`config.mk`:
```
export PLATFORM = sky130hd
export DESIGN_NAME = pwm_steer_top
export DESIGN_NICKNAME = d
export VERILOG_FILES = /design/src/rtl/pwm_steer_pkg.sv /design/src/rtl/pwm_steer_ctrl.sv /design/src/rtl/pwm_steer_dp.sv /design/src/rtl/pwm_steer_top.sv
export SDC_FILE = /design/constraint.sdc
export NUM_CORES = 1
export LEC_CHECK = 0
export BUFFER_PORTS_ARGS = -buffer_cell sky130_fd_sc_hd__buf_2
export CAP_MARGIN = 20
export CORE_MARGIN = 2
export CORE_UTILIZATION = 50
export CTS_BUF_LIST = sky130_fd_sc_hd__clkbuf_16
export CTS_CLUSTER_DIAMETER = 30
export DETAILED_ROUTE_END_ITERATION = 10
export GPL_TIMING_DRIVEN = 0
export PLACE_DENSITY_LB_ADDON = 0.1
export SYNTH_ARGS = -nofsm -noshare
export SYNTH_HDL_FRONTEND = slang
export SYNTH_SLANG_ARGS = --single-unit
```
`constraint.sdc`:
```
create_clock -name clk -period 39 [get_ports clk]
set_clock_uncertainty 0.05 [all_clocks]
set_input_delay 5.85 -clock clk [delete_from_list [all_inputs] [get_ports clk]]
set_output_delay 5.85 -clock clk [all_outputs]
set_load 0.05 [all_outputs]
```
`src/rtl/pwm_steer_pkg.sv`:
```
package pwm_steer_pkg;
  // strobes from the oscillator control to the pulse datapath
  typedef struct packed {
    logic charging; // oscillator is in its charge interval
    logic sideB;    // steering: 0 selects A, 1 selects B
    logic cutOff;   // terminate seen in this period
  } steerStrobe_t;
endpackage

```
`src/rtl/pwm_steer_ctrl.sv`:
```
module pwm_steer_ctrl
  import pwm_steer_pkg::*;
#(
  parameter int CNT_W = 8
) (
  input  logic             clk,
  input  logic             rst_n,
  input  logic             inhibit,
  input  logic             terminate,
  input  logic [CNT_W-1:0] chargeLen,
  input  logic [CNT_W-1:0] deadLen,
  output steerStrobe_t     strobe,
  output logic [CNT_W-1:0] rampVal
);
  logic [CNT_W-1:0] cnt;
  logic inDead, sideB, cutOff;
  logic lastCharge, lastDead;

  assign lastCharge = (cnt == chargeLen - 1'b1);
  assign lastDead   = (cnt == deadLen - 1'b1);

  always_ff @(posedge clk) begin
    if (!rst_n || inhibit) begin
      cnt    <= '0;
      inDead <= 1'b0;
      sideB  <= 1'b0;
      cutOff <= 1'b0;
    end else if (!inDead) begin
      if (terminate) cutOff <= 1'b1;
      if (lastCharge) begin
        inDead <= 1'b1;
        cnt    <= '0;
      end else begin
        cnt <= cnt + 1'b1;
      end
    end else begin
      if (lastDead) begin
        inDead <= 1'b0;
        cnt    <= '0;
        sideB  <= ~sideB;  // flips every period, pulse or not
        cutOff <= 1'b0;
      end else begin
        cnt <= cnt + 1'b1;
      end
    end
  end

  assign strobe.charging = !inDead;
  assign strobe.sideB    = sideB;
  assign strobe.cutOff   = cutOff;
  assign rampVal         = cnt;
endmodule

```
`src/rtl/pwm_steer_dp.sv`:
```
module pwm_steer_dp
  import pwm_steer_pkg::*;
#(
  parameter int CNT_W     = 8,
  parameter int DLY_W     = 5,
  parameter int ZERO_THR  = 8,
  parameter int DEAD_ZONE = 1,
  parameter int MIN_SH    = 2,
  parameter int MAX_SH    = 15
) (
  input  logic                    clk,
  input  logic                    rst_n,
  input  logic                    inhibit,
  input  logic                    terminate,
  input  steerStrobe_t            strobe,
  input  logic [CNT_W-1:0]        rampVal,
  input  logic [CNT_W-1:0]        errWord,
  input  logic [CNT_W-1:0]        deadLen,
  input  logic signed [DLY_W-1:0] dlyCode,
  output logic [1:0]              rawPwm,
  output logic                    outA,
  output logic                    outB,
  output logic                    outAN,
  output logic                    outBN
);
  localparam int NTAP     = MAX_SH + 1;
  localparam int TAP_W    = $clog2(NTAP);
  localparam int MAG_MAX  = 2 ** (DLY_W - 1);
  localparam int M_SPAN   = MAG_MAX - DEAD_ZONE - 1;
  localparam int SPAN_SQ  = M_SPAN * M_SPAN;
  localparam int SH_RANGE = MAX_SH - MIN_SH;

  logic [CNT_W-1:0] dutyCnt;
  logic pulseOn;

  assign dutyCnt = (errWord > CNT_W'(ZERO_THR)) ? errWord - CNT_W'(ZERO_THR) : '0;
  assign pulseOn = strobe.charging && (rampVal < dutyCnt) && !strobe.cutOff && !terminate;

  always_ff @(posedge clk) begin
    if (!rst_n || inhibit) rawPwm <= 2'b00;
    else                   rawPwm <= {pulseOn && strobe.sideB, pulseOn && !strobe.sideB};
  end

  // nonlinear code-to-shift map with dead zone and dead-time clamp
  int mag, mIdx, shRaw, shLim;
  logic [TAP_W-1:0] pwmTap, srTap;

  always_comb begin
    mag = (dlyCode < 0) ? -int'(dlyCode) : int'(dlyCode);
    if (mag <= DEAD_ZONE) begin
      mIdx  = 0;
      shRaw = 0;
    end else begin
      mIdx  = (mag - DEAD_ZONE - 1 > M_SPAN) ? M_SPAN : mag - DEAD_ZONE - 1;
      shRaw = MIN_SH + (mIdx * mIdx * SH_RANGE) / SPAN_SQ;
    end
    shLim = (int'(deadLen) * 9) / 10;
    if (dlyCode < 0) begin
      pwmTap = TAP_W'((shRaw > shLim) ? shLim : shRaw);
      srTap  = '0;
    end else begin
      pwmTap = '0;
      srTap  = TAP_W'(shRaw);
    end
  end

  logic [1:0] pwmV, srV;

  for (genvar ch = 0; ch < 2; ch++) begin : g_line
    logic [NTAP-2:0] hist;
    logic [NTAP-1:0] line;
    always_ff @(posedge clk) begin
      if (!rst_n || inhibit) hist <= '0;
      else                   hist <= {hist[NTAP-3:0], rawPwm[ch]};
    end
    assign line     = {hist, rawPwm[ch]};
    assign pwmV[ch] = line[pwmTap];
    assign srV[ch]  = line[srTap];
  end

  assign outA  = !inhibit && pwmV[0];
  assign outB  = !inhibit && pwmV[1];
  assign outAN = !inhibit && !srV[0];
  assign outBN = !inhibit && !srV[1];
endmodule

```
`src/rtl/pwm_steer_top.sv`:
```
module pwm_steer_top
  import pwm_steer_pkg::*;
#(
  parameter int CNT_W     = 8,
  parameter int DLY_W     = 5,
  parameter int ZERO_THR  = 8,
  parameter int DEAD_ZONE = 1,
  parameter int MIN_SH    = 2,
  parameter int MAX_SH    = 15
) (
  input  logic                    clk,
  input  logic                    rst_n,
  input  logic [CNT_W-1:0]        errWord,
  input  logic [CNT_W-1:0]        chargeLen,
  input  logic [CNT_W-1:0]        deadLen,
  input  logic signed [DLY_W-1:0] dlyCode,
  input  logic                    terminate,
  input  logic                    inhibit,
  output logic                    outA,
  output logic                    outB,
  output logic                    outAN,
  output logic                    outBN
);
  steerStrobe_t     strobe;
  logic [CNT_W-1:0] rampVal;
  logic [1:0]       rawPwm;

  pwm_steer_ctrl #(.CNT_W(CNT_W)) u_ctrl (
    .clk(clk), .rst_n(rst_n), .inhibit(inhibit), .terminate(terminate),
    .chargeLen(chargeLen), .deadLen(deadLen), .strobe(strobe), .rampVal(rampVal)
  );

  pwm_steer_dp #(
    .CNT_W(CNT_W), .DLY_W(DLY_W), .ZERO_THR(ZERO_THR),
    .DEAD_ZONE(DEAD_ZONE), .MIN_SH(MIN_SH), .MAX_SH(MAX_SH)
  ) u_dp (
    .clk(clk), .rst_n(rst_n), .inhibit(inhibit), .terminate(terminate),
    .strobe(strobe), .rampVal(rampVal), .errWord(errWord), .deadLen(deadLen),
    .dlyCode(dlyCode), .rawPwm(rawPwm),
    .outA(outA), .outB(outB), .outAN(outAN), .outBN(outBN)
  );
endmodule

```
# ---- Word-level counts from Yosys, hierarchy flattened
# Cells that the tools add are included.
dict set report op_classes {
  add_sub_neg 8
  n_reduce_logical 21
  multipliers 3
  mux 24
  shift 0
  eq_ne 3
  bitwise_logic 1
  div 2
  n_lt_le_gt_ge 8
}
# cell count
set op_table {}
lappend op_table {{2-to-1 mux 32 bit} 3}
lappend op_table {{subtractor 32 x 2 -> 32 bit, second input constant} 2}
lappend op_table {{adder 3 x 32 -> 32 bit, first input constant} 1}
lappend op_table {{divider 32 x 5 -> 32 bit, second input constant} 1}
lappend op_table {{divider 32 x 9 -> 32 bit, second input constant} 1}
lappend op_table {{> comparator 32 bit} 1}
lappend op_table {{> comparator 32 x 5 -> 1 bit, second input constant} 1}
lappend op_table {{<= comparator 32 x 2 -> 1 bit, second input constant} 1}
lappend op_table {{multiplier 32 x 32 -> 32 bit} 1}
lappend op_table {{multiplier 32 x 5 -> 32 bit, second input constant} 1}
lappend op_table {{2-to-1 mux 8 bit} 4}
lappend op_table {{negator 5 -> 32 bit} 1}
lappend op_table {{binary-select mux 1 bit (select 4 bit)} 4}
lappend op_table {{equality test 8 bit} 2}
lappend op_table {{subtractor 8 x 1 -> 8 bit, second input constant} 2}
lappend op_table {{multiplier 8 x 4 -> 12 bit, second input constant} 1}
lappend op_table {{2-to-1 mux 4 bit} 3}
lappend op_table {{< comparator 4 x 5 -> 1 bit, second input constant} 2}
lappend op_table {{2-to-1 mux 1 bit} 10}
lappend op_table {{logical AND 1 bit} 9}
lappend op_table {{adder 8 x 1 -> 8 bit, second input constant} 1}
lappend op_table {{> comparator 8 x 4 -> 1 bit, second input constant} 1}
lappend op_table {{zero test 1 bit} 8}
lappend op_table {{< comparator 8 bit} 1}
lappend op_table {{7 further kinds} 8}
dict set report word_totals {
  rom_bits 0
  ramBits 0
  memories 0
  inputBits 33
  out_inout_bits 4
  ff_bits 43
  latchBits 0
  elab_cells 77
}

# ---- Longest topological paths before layout
dict set report logic_depth {
  ltp_word 17
  depth_mapped 149
  ltp_nobuf 136
}

# ---- By module
# From an unflattened synthesis, not the netlist that was laid out.
dict set report unflattened {
  cells_unflattened 3789
  area_unflattened_um2 30429.2
}
# mod instances cells_each seq_area_each_um2 area_each_um2
set modules_own_cells {}
lappend modules_own_cells {pwm_steer_dp 1 3667 640.6 29428.2}
lappend modules_own_cells {pwm_steer_ctrl 1 122 220.2 1001.0}

# ---- Worst setup path after synthesis
# OpenSTA, ideal clock, no wires.
dict set report synth_path {
  kind {in2out}
  startpoint {input dlyCode[0]}
  endpoint {output outA}
  slack_ps -3798
  t_required_ps 33100
  path_stages 135
  arrival_ps 36898
  n_path_buf 5
  path_cell_list {buf_6 -> inv_1 -> ha_1 -> nand2_1 -> o21ai_4 -> inv_2 -> ha_1 -> clkbuf_1 -> and2_1 -> clkbuf_1 -> clkbuf_1 -> inv_1 -> fa_1 -> inv_1 -> fa_1 -> fa_1 -> inv_1 -> fa_1 -> [... 99 more ...] -> o21ai_0 -> nand2b_1 -> a21oi_1 -> nor2b_1 -> o21ai_0 -> nand2b_1 -> a21oi_1 -> a41oi_1 -> a21oi_1 -> o21ai_0 -> a21o_2 -> a2111o_1 -> o311ai_2 -> mux2_4 -> mux2i_1 -> a22oi_1 -> o21ai_0 -> o32ai_1}
}
dict set report synth_via {
  elab_chain_len 17
  word_cells_on_any_way 19
  cone_classes {add/sub: 4; mul: 2; div: 1; order compare: 4; mux: 7; reduce/logical: 1}
}
# element line_no
set synth_lines {}
lappend synth_lines {{from (decl)} pwm_steer_top.sv:16} ;# input logic signed [DLY_W-1:0] dlyCode,
lappend synth_lines {{negator 5 -> 32 bit or < comparator 5 x 1 -> 1 bit (tied branches)} {pwm_steer_dp.sv:49, pwm_steer_dp.sv:58}}
lappend synth_lines {{2-to-1 mux 32 bit} pwm_steer_dp.sv:49} ;# mag = (dlyCode < 0) ? -int'(dlyCode) : int'(dlyCode);
lappend synth_lines {{subtractor 32 x 2 -> 32 bit (2 in a row)} pwm_steer_dp.sv:54} ;# mIdx = (mag - DEAD_ZONE - 1 > M_SPAN) ? M_SPAN : mag - DEAD_ZONE - 1;
lappend synth_lines {{> comparator 32 x 5 -> 1 bit} pwm_steer_dp.sv:54}
lappend synth_lines {{2-to-1 mux 32 bit} pwm_steer_dp.sv:54}
lappend synth_lines {{multiplier 32 x 32 -> 32 bit} pwm_steer_dp.sv:55} ;# shRaw = MIN_SH + (mIdx * mIdx * SH_RANGE) / SPAN_SQ;
lappend synth_lines {{multiplier 32 x 5 -> 32 bit} pwm_steer_dp.sv:55}
lappend synth_lines {{divider 32 x 9 -> 32 bit} pwm_steer_dp.sv:55}
lappend synth_lines {{adder 3 x 32 -> 32 bit} pwm_steer_dp.sv:55}
lappend synth_lines {{2-to-1 mux 32 bit} pwm_steer_dp.sv:50} ;# if (mag <= DEAD_ZONE) begin
lappend synth_lines {{> comparator 32 bit} pwm_steer_dp.sv:59} ;# pwmTap = TAP_W'((shRaw > shLim) ? shLim : shRaw);
lappend synth_lines {{2-to-1 mux 4 bit} pwm_steer_dp.sv:59}
lappend synth_lines {{2-to-1 mux 4 bit (*)} pwm_steer_dp.sv:58} ;# if (dlyCode < 0) begin
lappend synth_lines {{binary-select mux 1 bit (select 4 bit) (*)} pwm_steer_dp.sv:77} ;# assign pwmV[ch] = line[pwmTap];
lappend synth_lines {{2-to-1 mux 1 bit (implied by the code) (*)} pwm_steer_dp.sv:77}
lappend synth_lines {{logical AND 1 bit (*)} pwm_steer_dp.sv:81} ;# assign outA = !inhibit && pwmV[0];
lappend synth_lines {{to (decl)} pwm_steer_top.sv:19} ;# output logic outA,
# Mark *: on every way between the ends. The rest lies on a longest branch, timed or not. The select of a mux whose other input is x is not followed.

# ---- Worst setup path after layout
dict set report layout_path {
  startpoint {input dlyCode[4]}
  endpoint {output outA}
}
# The elaborated chain is that of the path after synthesis.

==> run metrics <==
outcome=finished with violations; failing checks=setup timing; final wirelength=82320 microns; Worst Path Required=33.10 ns; CTS tree=yes; GP Congestion=0.8874; initial core utilization=0.5085; number of synthesized flops with an enable pin=0; # H-tree levels=2; fin crit period=42.24 ns; fin util=0.6338; vias per inst=5.638; RSZ-0062 raised after global routing=true; post-route ant nets=0; Die Span X=246.7 microns; Reg2Reg Depth=9; final setup vio count=4; CP peak stage delay=0.59 ns; root buf cell=clkbuf_16; diodes inserted=0; largest net degree at the start of global routing=14; Die Y=246.7 microns; HPWL after detailed placement=between 60000 and 70000 microns; highest clock rate=23.67 MHz; Async SR Flop Fraction=0; Max FO, Critical Path=10; R2R Setup Slk=36.85 ns; worst r2r src=u_ctrl.rampVal[2]; Slew @ Worst Pin=~1.2 ns; Crit Path Class=input port to output port; Synth Register Bits=between 40 and 50; number of library cell types mapped by synthesis=156; area delta synth->final=24.65%; Placeable Area=0.05792 sq mm; Final #Nets=about 4700; Yosys top cell by area=fa_1; initial antenna violation count=0; FF-to-FF End=u_ctrl.rampVal[7]; worst hold path class=flop to flop; Num CTS Buffers=5; Clock transition at path regs=0.06 ns; Worst Setup EP=outA; I/O pins=37; fillers=5075; Hold Buf Count CTS=0; Max Root-Sink Buffers=2; worst setup path start=dlyCode[4]; MaxCap Viol Count=0; Worst-Skew Late Latency=0.28 ns; layout cells sized above 1=0.2450; DRC errors left=0; drt wl/cell=17.35 microns; via count=26750; Hold Vio Cnt, Final=0; remaining global-route overflow=0; clock sinks=43; Critical Path Sink Type=output port; CP Launch Type=input port; vias in the first global route=around 26000; Mapped Cells=3668; crit share post-route=1.083; Synth area leaders=fa_1 (27%), ha_1 (11%), inv_1 (10%); Tot GR Track Use=0.2634; Seq/Total Area, Yosys=0.02923; Multi-input gate area=roughly 0.028 sq mm; CP max stage cell=or4_4; FF+latch area=860.8 sq um; Syn. warnings=0; Worst Setup Slack, final=-3.242 ns; Mapped Avg Cell Area=roughly 8.0 sq um; Rel. slew slack=0.2231; drt first pass iters=5; die area=0.06086 sq mm; post-synth top area share=0.2678; initial detailed-routing violation count=between 1500 and 2000; pins over their slew limit=0; site row count=88; setup TNS=-8.169 ns; port bufs=34; ys flop type=dfxtp_1; first-pass GRT wire length=between 100000 and 150000 microns; mapped cell area=0.02945 sq mm; most common cell after layout, fill and taps aside=inv_1; commonest non-fill, non-tap cells in the layout=inv_1 (766), fa_1 (380), buf_4 (266), ha_1 (230), nand2_1 (228); Worst Path Arrival=36.34 ns
## routing by layer
layer,part of all wire,GRT usage,wire length (microns)
met3,0.034,0.006620,2763
met5,0,0,0
met2,0.50,0.4670,40880
met1,0.45,0.3673,37050
met4,0.020,0.03614,1625
## metrics by stage
step	setup WS (ns)	std cells	instance area [sq um]	hold WS, ns
after global placement	-6.568	4468	31630	0.3938
after global routing	-4.251	4745	36710	0.4124
after detailed placement	-6.621	4469	31630	0.3916
after floorplan	-1.072	3669	30500	0.3748
after CTS	-3.009	4648	34800	0.4045
final	-3.242	4745	36710	0.4038
## worst min path at each step
stage | start | depth (start not counted) | endpoint | slack, ns
6_report | u_ctrl.sideB | 1 | u_dp.rawPwm[0] | 0.40
5_1_grt | u_ctrl.sideB | 1 | u_dp.rawPwm[0] | 0.41
4_1_cts | u_ctrl.sideB | 1 | u_dp.rawPwm[0] | 0.40
3_5_place_dp | u_ctrl.sideB | 1 | u_dp.rawPwm[0] | 0.39
3_3_place_gp | u_ctrl.sideB | 1 | u_dp.rawPwm[0] | 0.39
2_1_floorplan | u_ctrl.sideB | 1 | u_dp.rawPwm[0] | 0.37
## cells by family after synthesis
| group | Yosys count | synth area share |
|---|---|---|
| other | 1 | 0.0001273 |
| buffers and inverters | 914 | 0.1218 |
| muxes | 67 | 0.02723 |
| and+or+nand+nor | 968 | 0.1711 |
| adders and majority gates | 660 | 0.3806 |
| DFF | 43 | 0.02923 |
| xor gates and xnor gates | 232 | 0.07286 |
| AOI/OAI and AO/OA | 783 | 0.1970 |
## sequential cells by signal (all words and copies together) (netlist names)
register / count
u_dp.g_line.hist: 30
u_ctrl.sideB: 1
u_ctrl.cutOff: 1
u_ctrl.rampVal: 8
u_dp.rawPwm: 2
u_ctrl.inDead: 1
## repair_timing
item	in CTS	in global routing
resized for setup	323	243
buffers inserted	168	104
setup endpoints to repair	4	4
cloned	4	1
pin swaps	132	157
## critical path: cells and delay by family
family	cells	cell delay [ns]
AO/OA/AOI/OAI	56	13.20
XOR/XNOR	12	2.38
adder cells (fa/ha/maj)	15	5.66
buffers and inverters	22	2.71
multiplexers	6	1.78
AND/OR/NAND/NOR	21	4.65
## cell usage after synthesis, drive strengths merged (18+ instances only)
master   instances
a211oi          43
a21o            46
a21oi          166
a31oi           38
and2           104
and3            42
buf             39
clkbuf          78
dfxtp           43
fa             394
ha             263
inv            797
mux2            24
mux2i           37
nand2          256
nand2b          37
nand3           69
nand4           38
nor2           200
nor2b           24
nor3            66
nor4            25
o2111ai         20
o211ai          37
o21a            31
o21ai          142
o221ai          18
o31ai           21
or2             20
or3             19
xnor2          158
xor2            72
## layout make-up
class,instances,share of cell area
clock inverter,3,0.0004431
inverter,797,0.08214
timing repair buffer,310,0.06837
tap,765,0.02607
buffer,108,0.02911
sequential,43,0.02345
multi-input combinational,2714,0.7670
clock buffer,5,0.003408
Power is not shown: default switching activity piles up to over one toggle a cycle in this logic, so the estimate is an artifact.
